`src/rtl/trace_pkg.sv`:
```
package trace_pkg;

    localparam int DW    = 32;
    localparam int NIB_W = $clog2(DW / 4 + 1);

    localparam logic [3:0] PST_IDLE = 4'h0;
    localparam logic [3:0] PST_INSN = 4'h1;
    localparam logic [3:0] PST_USER = 4'h3;
    localparam logic [3:0] PST_BR   = 4'h5;
    localparam logic [3:0] PST_RTE  = 4'h7;
    localparam logic [3:0] PST_T2   = 4'h9;
    localparam logic [3:0] PST_T3   = 4'hA;
    localparam logic [3:0] PST_T4   = 4'hB;
    localparam logic [3:0] PST_EXC  = 4'hC;
    localparam logic [3:0] PST_EMU  = 4'hD;
    localparam logic [3:0] PST_STOP = 4'hE;
    localparam logic [3:0] PST_HALT = 4'hF;

    typedef enum logic [2:0] {
        M_RUN, M_EXC, M_STOP, M_HALT, M_EMU
    } mode_e;

    typedef enum logic [3:0] {
        EV_NONE, EV_EXC, EV_BR, EV_OPND, EV_RTE, EV_USER,
        EV_STOP, EV_HALT, EV_EMU, EV_INSN, EV_WAKE
    } ev_e;

    typedef struct packed {
        logic [DW-1:0]    data;
        logic [NIB_W-1:0] nibs;
    } cap_t;

    // Significant nibbles of a target: 2, 3 or 4 bytes.
    function automatic logic [NIB_W-1:0] tgt_nibs(input logic [DW-1:0] a);
        if (a[DW-1:16] == '0)      return NIB_W'(4);
        else if (a[DW-1:24] == '0) return NIB_W'(6);
        else                       return NIB_W'(8);
    endfunction

    function automatic logic [3:0] tgt_marker(input logic [NIB_W-1:0] n);
        if (n == NIB_W'(4))      return PST_T2;
        else if (n == NIB_W'(6)) return PST_T3;
        else                     return PST_T4;
    endfunction

    function automatic logic [3:0] mode_hold(input mode_e m);
        unique case (m)
            M_EXC:   return PST_EXC;
            M_STOP:  return PST_STOP;
            M_HALT:  return PST_HALT;
            M_EMU:   return PST_EMU;
            default: return PST_IDLE;
        endcase
    endfunction

endpackage

```
`src/rtl/trace_event_arb.sv`:
```
module trace_event_arb
    import trace_pkg::*;
(
    input  logic  stall,
    input  mode_e mode,
    input  logic  insn,
    input  logic  exc,
    input  logic  opnd,
    input  logic  br,
    input  logic  rte,
    input  logic  user,
    input  logic  stp,
    input  logic  hlt,
    input  logic  emu,
    input  logic  wake,
    output ev_e   ev
);

    always_comb begin
        ev = EV_NONE;
        if (!stall) begin
            unique case (mode)
                M_RUN, M_EXC: begin
                    if (exc)       ev = EV_EXC;
                    else if (br)   ev = EV_BR;
                    else if (opnd) ev = EV_OPND;
                    else if (rte)  ev = EV_RTE;
                    else if (user) ev = EV_USER;
                    else if (stp)  ev = EV_STOP;
                    else if (hlt)  ev = EV_HALT;
                    else if (emu)  ev = EV_EMU;
                    else if (insn) ev = EV_INSN;
                end
                M_STOP, M_HALT, M_EMU: begin
                    if (wake) ev = EV_WAKE;
                end
                default: ev = EV_NONE;
            endcase
        end
    end

endmodule

```
`src/rtl/trace_status_fsm.sv`:
```
module trace_status_fsm
    import trace_pkg::*;
(
    input  logic          clk,
    input  logic          rst,
    input  ev_e           ev,
    input  logic [DW-1:0] opnd_data,
    input  logic [DW-1:0] br_target,
    output mode_e         mode,
    output logic          tgt_pend,
    output logic [3:0]    pst,
    output logic          push,
    output cap_t          push_ent
);

    mode_e      mode_q, mode_d;
    logic       tgt_pend_q, tgt_pend_d;
    logic [3:0] tgt_code_q, tgt_code_d;
    logic [3:0] pst_q, pst_d;

    // State register
    always_ff @(posedge clk) begin
        if (rst) begin
            mode_q     <= M_RUN;
            tgt_pend_q <= 1'b0;
            tgt_code_q <= PST_IDLE;
            pst_q      <= PST_IDLE;
        end else begin
            mode_q     <= mode_d;
            tgt_pend_q <= tgt_pend_d;
            tgt_code_q <= tgt_code_d;
            pst_q      <= pst_d;
        end
    end

    // Next state
    always_comb begin
        mode_d     = mode_q;
        tgt_pend_d = 1'b0;
        tgt_code_d = tgt_code_q;
        if (tgt_pend_q && mode_q == M_EXC) mode_d = M_RUN;
        unique case (ev)
            EV_EXC:  mode_d = M_EXC;
            EV_BR: begin
                tgt_pend_d = 1'b1;
                tgt_code_d = tgt_marker(tgt_nibs(br_target));
            end
            EV_STOP: mode_d = M_STOP;
            EV_HALT: mode_d = M_HALT;
            EV_EMU:  mode_d = M_EMU;
            EV_WAKE: mode_d = M_RUN;
            default: ;
        endcase
    end

    // Outputs
    always_comb begin
        push     = 1'b0;
        push_ent = '0;
        pst_d    = mode_hold(mode_q);
        if (tgt_pend_q) begin
            pst_d = tgt_code_q;
        end else begin
            unique case (ev)
                EV_EXC:  pst_d = PST_EXC;
                EV_BR: begin
                    pst_d    = PST_BR;
                    push     = 1'b1;
                    push_ent = '{data: br_target, nibs: tgt_nibs(br_target)};
                end
                EV_OPND: begin
                    pst_d    = PST_T4;
                    push     = 1'b1;
                    push_ent = '{data: opnd_data, nibs: NIB_W'(DW / 4)};
                end
                EV_RTE:  pst_d = PST_RTE;
                EV_USER: pst_d = PST_USER;
                EV_STOP, EV_HALT, EV_INSN: pst_d = PST_INSN;
                EV_EMU:  pst_d = PST_EMU;
                EV_WAKE: pst_d = PST_IDLE;
                default: ;
            endcase
        end
    end

    assign mode     = mode_q;
    assign tgt_pend = tgt_pend_q;
    assign pst      = pst_q;

endmodule

```
`src/rtl/trace_fifo.sv`:
```
module trace_fifo #(
    parameter int WIDTH = 36,
    parameter int DEPTH = 4
) (
    input  logic                       clk,
    input  logic                       rst,
    input  logic                       push,
    input  logic [WIDTH-1:0]           din,
    input  logic                       pop,
    output logic [WIDTH-1:0]           dout,
    output logic                       full,
    output logic                       empty,
    output logic [$clog2(DEPTH+1)-1:0] count
);

    localparam int PTR_W = (DEPTH > 1) ? $clog2(DEPTH) : 1;
    localparam int CNT_W = $clog2(DEPTH + 1);

    logic [WIDTH-1:0] mem [DEPTH];
    logic [PTR_W-1:0] wr_ptr, rd_ptr;
    logic [CNT_W-1:0] cnt_q;
    logic             do_push, do_pop;

    assign full    = (cnt_q == CNT_W'(DEPTH));
    assign empty   = (cnt_q == '0);
    assign do_push = push && !full;
    assign do_pop  = pop && !empty;
    assign dout    = mem[rd_ptr];
    assign count   = cnt_q;

    function automatic logic [PTR_W-1:0] bump(input logic [PTR_W-1:0] p);
        return (p == PTR_W'(DEPTH - 1)) ? '0 : p + 1'b1;
    endfunction

    always_ff @(posedge clk) begin
        if (do_push) mem[wr_ptr] <= din;
    end

    always_ff @(posedge clk) begin
        if (rst) begin
            wr_ptr <= '0;
            rd_ptr <= '0;
            cnt_q  <= '0;
        end else begin
            if (do_push) wr_ptr <= bump(wr_ptr);
            if (do_pop)  rd_ptr <= bump(rd_ptr);
            unique case ({do_push, do_pop})
                2'b10:   cnt_q <= cnt_q + 1'b1;
                2'b01:   cnt_q <= cnt_q - 1'b1;
                default: ;
            endcase
        end
    end

endmodule

```
`src/rtl/trace_serializer.sv`:
```
module trace_serializer
    import trace_pkg::*;
(
    input  logic       clk,
    input  logic       rst,
    input  logic       empty,
    input  cap_t       head,
    output logic       pop,
    output logic [3:0] ddata
);

    logic [DW-1:0]    sh_q;
    logic [NIB_W-1:0] cnt_q;

    // Take the next entry when idle or on the last nibble.
    assign pop   = !empty && (cnt_q <= NIB_W'(1));
    assign ddata = (cnt_q != '0) ? sh_q[3:0] : 4'h0;

    always_ff @(posedge clk) begin
        if (rst) begin
            sh_q  <= '0;
            cnt_q <= '0;
        end else if (pop) begin
            sh_q  <= head.data;
            cnt_q <= head.nibs;
        end else if (cnt_q != '0) begin
            sh_q  <= sh_q >> 4;
            cnt_q <= cnt_q - 1'b1;
        end
    end

endmodule

```
`src/rtl/trace_status_seq.sv`:
```
module trace_status_seq
    import trace_pkg::*;
#(
    parameter int FIFO_DEPTH = 4
) (
    input  logic        clk,
    input  logic        rst,
    input  logic        insn_i,
    input  logic        exc_i,
    input  logic        opnd_i,
    input  logic [31:0] opnd_data_i,
    input  logic        br_i,
    input  logic [31:0] br_target_i,
    input  logic        rte_i,
    input  logic        user_i,
    input  logic        stop_i,
    input  logic        halt_i,
    input  logic        emu_i,
    input  logic        wake_i,
    output logic [3:0]  pst_o,
    output logic [3:0]  ddata_o,
    output logic        stall_o
);

    localparam int CNT_W = $clog2(FIFO_DEPTH + 1);
    localparam int ENT_W = $bits(cap_t);

    mode_e            mode;
    ev_e              ev;
    logic             tgt_pend, push, pop, full, empty;
    cap_t             push_ent;
    logic [ENT_W-1:0] head_raw;
    logic [CNT_W-1:0] fifo_cnt;

    assign stall_o = full | tgt_pend;

    trace_event_arb u_arb (
        .stall (stall_o),
        .mode  (mode),
        .insn  (insn_i),
        .exc   (exc_i),
        .opnd  (opnd_i),
        .br    (br_i),
        .rte   (rte_i),
        .user  (user_i),
        .stp   (stop_i),
        .hlt   (halt_i),
        .emu   (emu_i),
        .wake  (wake_i),
        .ev    (ev)
    );

    trace_status_fsm u_fsm (
        .clk       (clk),
        .rst       (rst),
        .ev        (ev),
        .opnd_data (opnd_data_i),
        .br_target (br_target_i),
        .mode      (mode),
        .tgt_pend  (tgt_pend),
        .pst       (pst_o),
        .push      (push),
        .push_ent  (push_ent)
    );

    trace_fifo #(.WIDTH(ENT_W), .DEPTH(FIFO_DEPTH)) u_fifo (
        .clk   (clk),
        .rst   (rst),
        .push  (push),
        .din   (push_ent),
        .pop   (pop),
        .dout  (head_raw),
        .full  (full),
        .empty (empty),
        .count (fifo_cnt)
    );

    trace_serializer u_ser (
        .clk   (clk),
        .rst   (rst),
        .empty (empty),
        .head  (cap_t'(head_raw)),
        .pop   (pop),
        .ddata (ddata_o)
    );

endmodule

```
`config.mk`:
```
export PLATFORM = sky130hd
export DESIGN_NAME = trace_status_seq
export DESIGN_NICKNAME = d
export VERILOG_FILES = /design/src/rtl/trace_pkg.sv /design/src/rtl/trace_event_arb.sv /design/src/rtl/trace_status_fsm.sv /design/src/rtl/trace_fifo.sv /design/src/rtl/trace_serializer.sv /design/src/rtl/trace_status_seq.sv
export SDC_FILE = /design/constraint.sdc
export NUM_CORES = 1
export LEC_CHECK = 0
export BUFFER_PORTS_ARGS = -buffer_cell sky130_fd_sc_hd__buf_2
export CAP_MARGIN = 20
export CELL_PAD_IN_SITES_DETAIL_PLACEMENT = 1
export CELL_PAD_IN_SITES_GLOBAL_PLACEMENT = 1
export CORE_MARGIN = 8
export CORE_UTILIZATION = 40
export CTS_CLUSTER_DIAMETER = 50
export DETAILED_ROUTE_END_ITERATION = 10
export GPL_TIMING_DRIVEN = 0
export PLACE_DENSITY = 0.79
export SLEW_MARGIN = 20
export SYNTH_ARGS = -nofsm -noshare
export SYNTH_HDL_FRONTEND = slang
export SYNTH_SLANG_ARGS = --single-unit
```
`constraint.sdc`:
```
create_clock -name clk -period 3.4 [get_ports clk]
set_input_delay 0.85 -clock clk [delete_from_list [all_inputs] [get_ports clk]]
set_output_delay 0.85 -clock clk [all_outputs]
set_load 0.02 [all_outputs]
```
==> run metrics <==
status=complete, no violations; Min-Delay Path Class=reg2reg; static leakage=3.37 nW; Congestion Overflow GR=0; drt total wl=20000 um; Synth-to-Final Area Change=16.2%; post-synthesis async set-or-reset flop share=0%; router iterations before antenna repair=4; Pint=5.14 mW; Iteration-0 DRC Markers=243; crit path max fanout=10; Post-CTS Hold Fix Bufs=0; GPL Wtd Cong=0.900; commonest non-fill, non-tap cell in the layout=edfxtp_1; YS warnings=0; std cell rows=52; CTS sink count=196; CTS H-tree depth=4; average wire per standard cell=21.4 um; number of synthesized flops with an enable pin=140; via count=5053; NetSw=2.51 mW; Critical Path End Type=register; Hold Fails Final Rpt=0; CTS tree=done; setup ws final=0.191 ns; Synth Instances=547; ant diodes=0; Die X=159 um; Port-buffer cells=83; Final ANT Viol Nets=0; top_reg_cell synth=edfxtp_1; Slew Viols, Final=0; fin crit share=94.4%; Ports=85; CTS buffer count=17; first-pass GRT wire length=31500 um; Netlist Area Pre-Place=0.00821 mm^2; CP Launch Type=register; slew at the pin closest to its max-slew limit=1.05 ns; Setup CP Type=reg2reg; Comb pwr share=32.5%; largest net degree at the start of global routing=36; worst vdd ir=0.000406 V; Synth area leaders=edfxtp_1 51%, dfxtp_1 14%, mux4_2 9.6%; Setup-failing EPs final=0; CTS clk-pin slew, worst paths=0.07 ns; Nets=735; Die ar.=0.0254 mm^2; gr usage total=16.0%; Final Critical Period=3.21 ns; clk_skew=0.0124 ns; fin util=47.3%; FF+latch count, synth=196; Post-CTS Setup Inserts=0; vias in the first global route=5704; Arrival @ worst endpoint=3.57 ns; Synth area leader=edfxtp_1; Avg Inst Size Synth=15.0 um^2; pre-CTS setup slack=-0.420 ns; Flop pwr share=42.3%; Root Driver=clkbuf_16; core area=0.0202 mm^2; Slew HR=30.3%; initial antenna violation count=0; fmax=0.312 GHz; pwr/cell area=802 mW/mm^2; most frequent cells in the layout=140 x edfxtp_1, 89 x buf_2, 56 x nor2_1, 56 x dfxtp_1, 35 x mux4_2; Req. time, crit path=3.76 ns; share of layout cells above drive strength 1=26.0%; post-DP HPWL=13800 um; Via-to-Cell Ratio=5.42; initial core utilization=40.7%; Die Span Y=159 um; clk_lat worst skew=0.44 ns; sequential-to-total area share from yosys stat=64.9%; CTS resizes=0; Clock Path Buffers=2; switching share of total power=32.8%; post-synth cell types=51; syn nets=633; Max Cap Viol=0; Synth top area share=51.2%; unrepaired setup endpoints after global routing=false; DRC Markers=0; power share of the clock group=25.2%
==> final timing paths <==
check / from / to / slack [ns] / cells after the start
worst max-delay path: u_ser.cnt_q[0] / u_fifo.count[2] / 0.19 / 13
worst max register to register: u_ser.cnt_q[0] / u_fifo.count[2] / 0.19 / 13
worst min-delay path: u_fsm.tgt_code_q[3] / u_fsm.tgt_code_q[3] / 0.46 / 2
worst min register to register: u_fsm.tgt_code_q[3] / u_fsm.tgt_code_q[3] / 0.46 / 2
==> per-stage QoR <==
stage	std cells	total power [mW]	area, um^2	hold slack (ns)	setup TNS [ns]
final	932	7.65	9540	0.464	0
after global routing	932	8.02	9540	0.509	0
after CTS	932	7.70	9540	0.462	0
after detailed placement	900	5.77	8970	0.451	-57.05
after global placement	900	5.60	8970	0.464	-39.80
after floorplan	547	5.02	8210	0.431	0
==> metal layers <==
metal | GRT usage (%) | part of all wire [%] | vias up | wire [um]
met1 | 18.9 | 44 | 2574 | 8700
li1 | - | - | 2342 | -
met3 | 3.44 | 3.1 | 26 | 615
met4 | 6.09 | 1.7 | 0 | 333
met5 | 0 | 0 | - | 0
met2 | 27.9 | 52 | 111 | 10300
==> cells by family (layout without fill, tap and decap cells) <==
group                    count (synthesis)  count (layout)  synth area share, %
AND/OR/NAND/NOR                        111             111                 6.57
multiplexers                            67              67                 13.5
flip-flops                             196             196                 64.9
XOR/XNOR                                 6               6                0.640
buffers and inverters                   49             164                 2.61
AO/OA/AOI/OAI                          108             108                 10.2
adder cells (fa/ha/maj)                 10              10                 1.62
==> registers in the layout (all words and copies together) (netlist names), named ones only <==
register          cells
u_fifo.rd_ptr         2
u_fifo.wr_ptr         2
u_fsm.tgt_pend        1
u_fsm.tgt_code_q      3
u_fifo.count          3
u_fsm.pst             4
u_ser.cnt_q           4
u_fsm.mode            3
u_fifo.mem          140
u_ser.sh_q           32
==> final cells by class <==
| class | instances | area [um^2] |
|---|---|---|
| Clock buffer | 24 | 526 |
| Clock inverter | 8 | 46.3 |
| Buffer | 32 | 150 |
| Fill cell | 2064 | 10600 |
| Inverter | 17 | 63.8 |
| Timing Repair Buffer | 83 | 415 |
| Multi-Input combinational cell | 302 | 2680 |
| Sequential cell | 196 | 5330 |
| Tap cell | 270 | 338 |
==> critical path: stages, from the launching register on <==
cell and delay (ns):
dfxtp_1 0.33, inv_1 0.12, ha_1 0.20, nor2_1 0.05, nor3_1 0.27, o31ai_1 0.26, clkbuf_1 0.32, inv_2 0.25
ha_1 0.21, inv_1 0.07, fa_1 0.39, xor2_1 0.17, or3_1 0.31, a21oi_1 0.16
==> synthesized netlist by cell type, drive strengths merged, types with 2 or more instances <==
library cell  instances
edfxtp              140
nor2                 57
dfxtp                56
mux4                 35
a22o                 32
mux2i                32
a211oi               31
clkbuf               20
a21oi                19
inv                  16
nand2                14
buf                  12
nor3                 11
ha                    9
nand3                 6
o21ai                 6
nor2b                 5
a221oi                4
and2                  4
xnor2                 4
nor3b                 3
o31ai                 3
or3                   3
or4                   3
a32oi                 2
nand4                 2
nor4                  2
o211ai                2
o31a                  2
xor2                  2
==> power by group through the flow <==
stage / logic [mW] / registers, mW / clock network (mW)
after floorplan: 1.78 / 3.23 / 0
after global placement: 2.35 / 3.25 / 0
after detailed placement: 2.48 / 3.28 / 0
after CTS: 2.51 / 3.24 / 1.95
after global routing: 2.72 / 3.28 / 2.03
final: 2.49 / 3.24 / 1.93
Power figures use the tool's default switching activity.
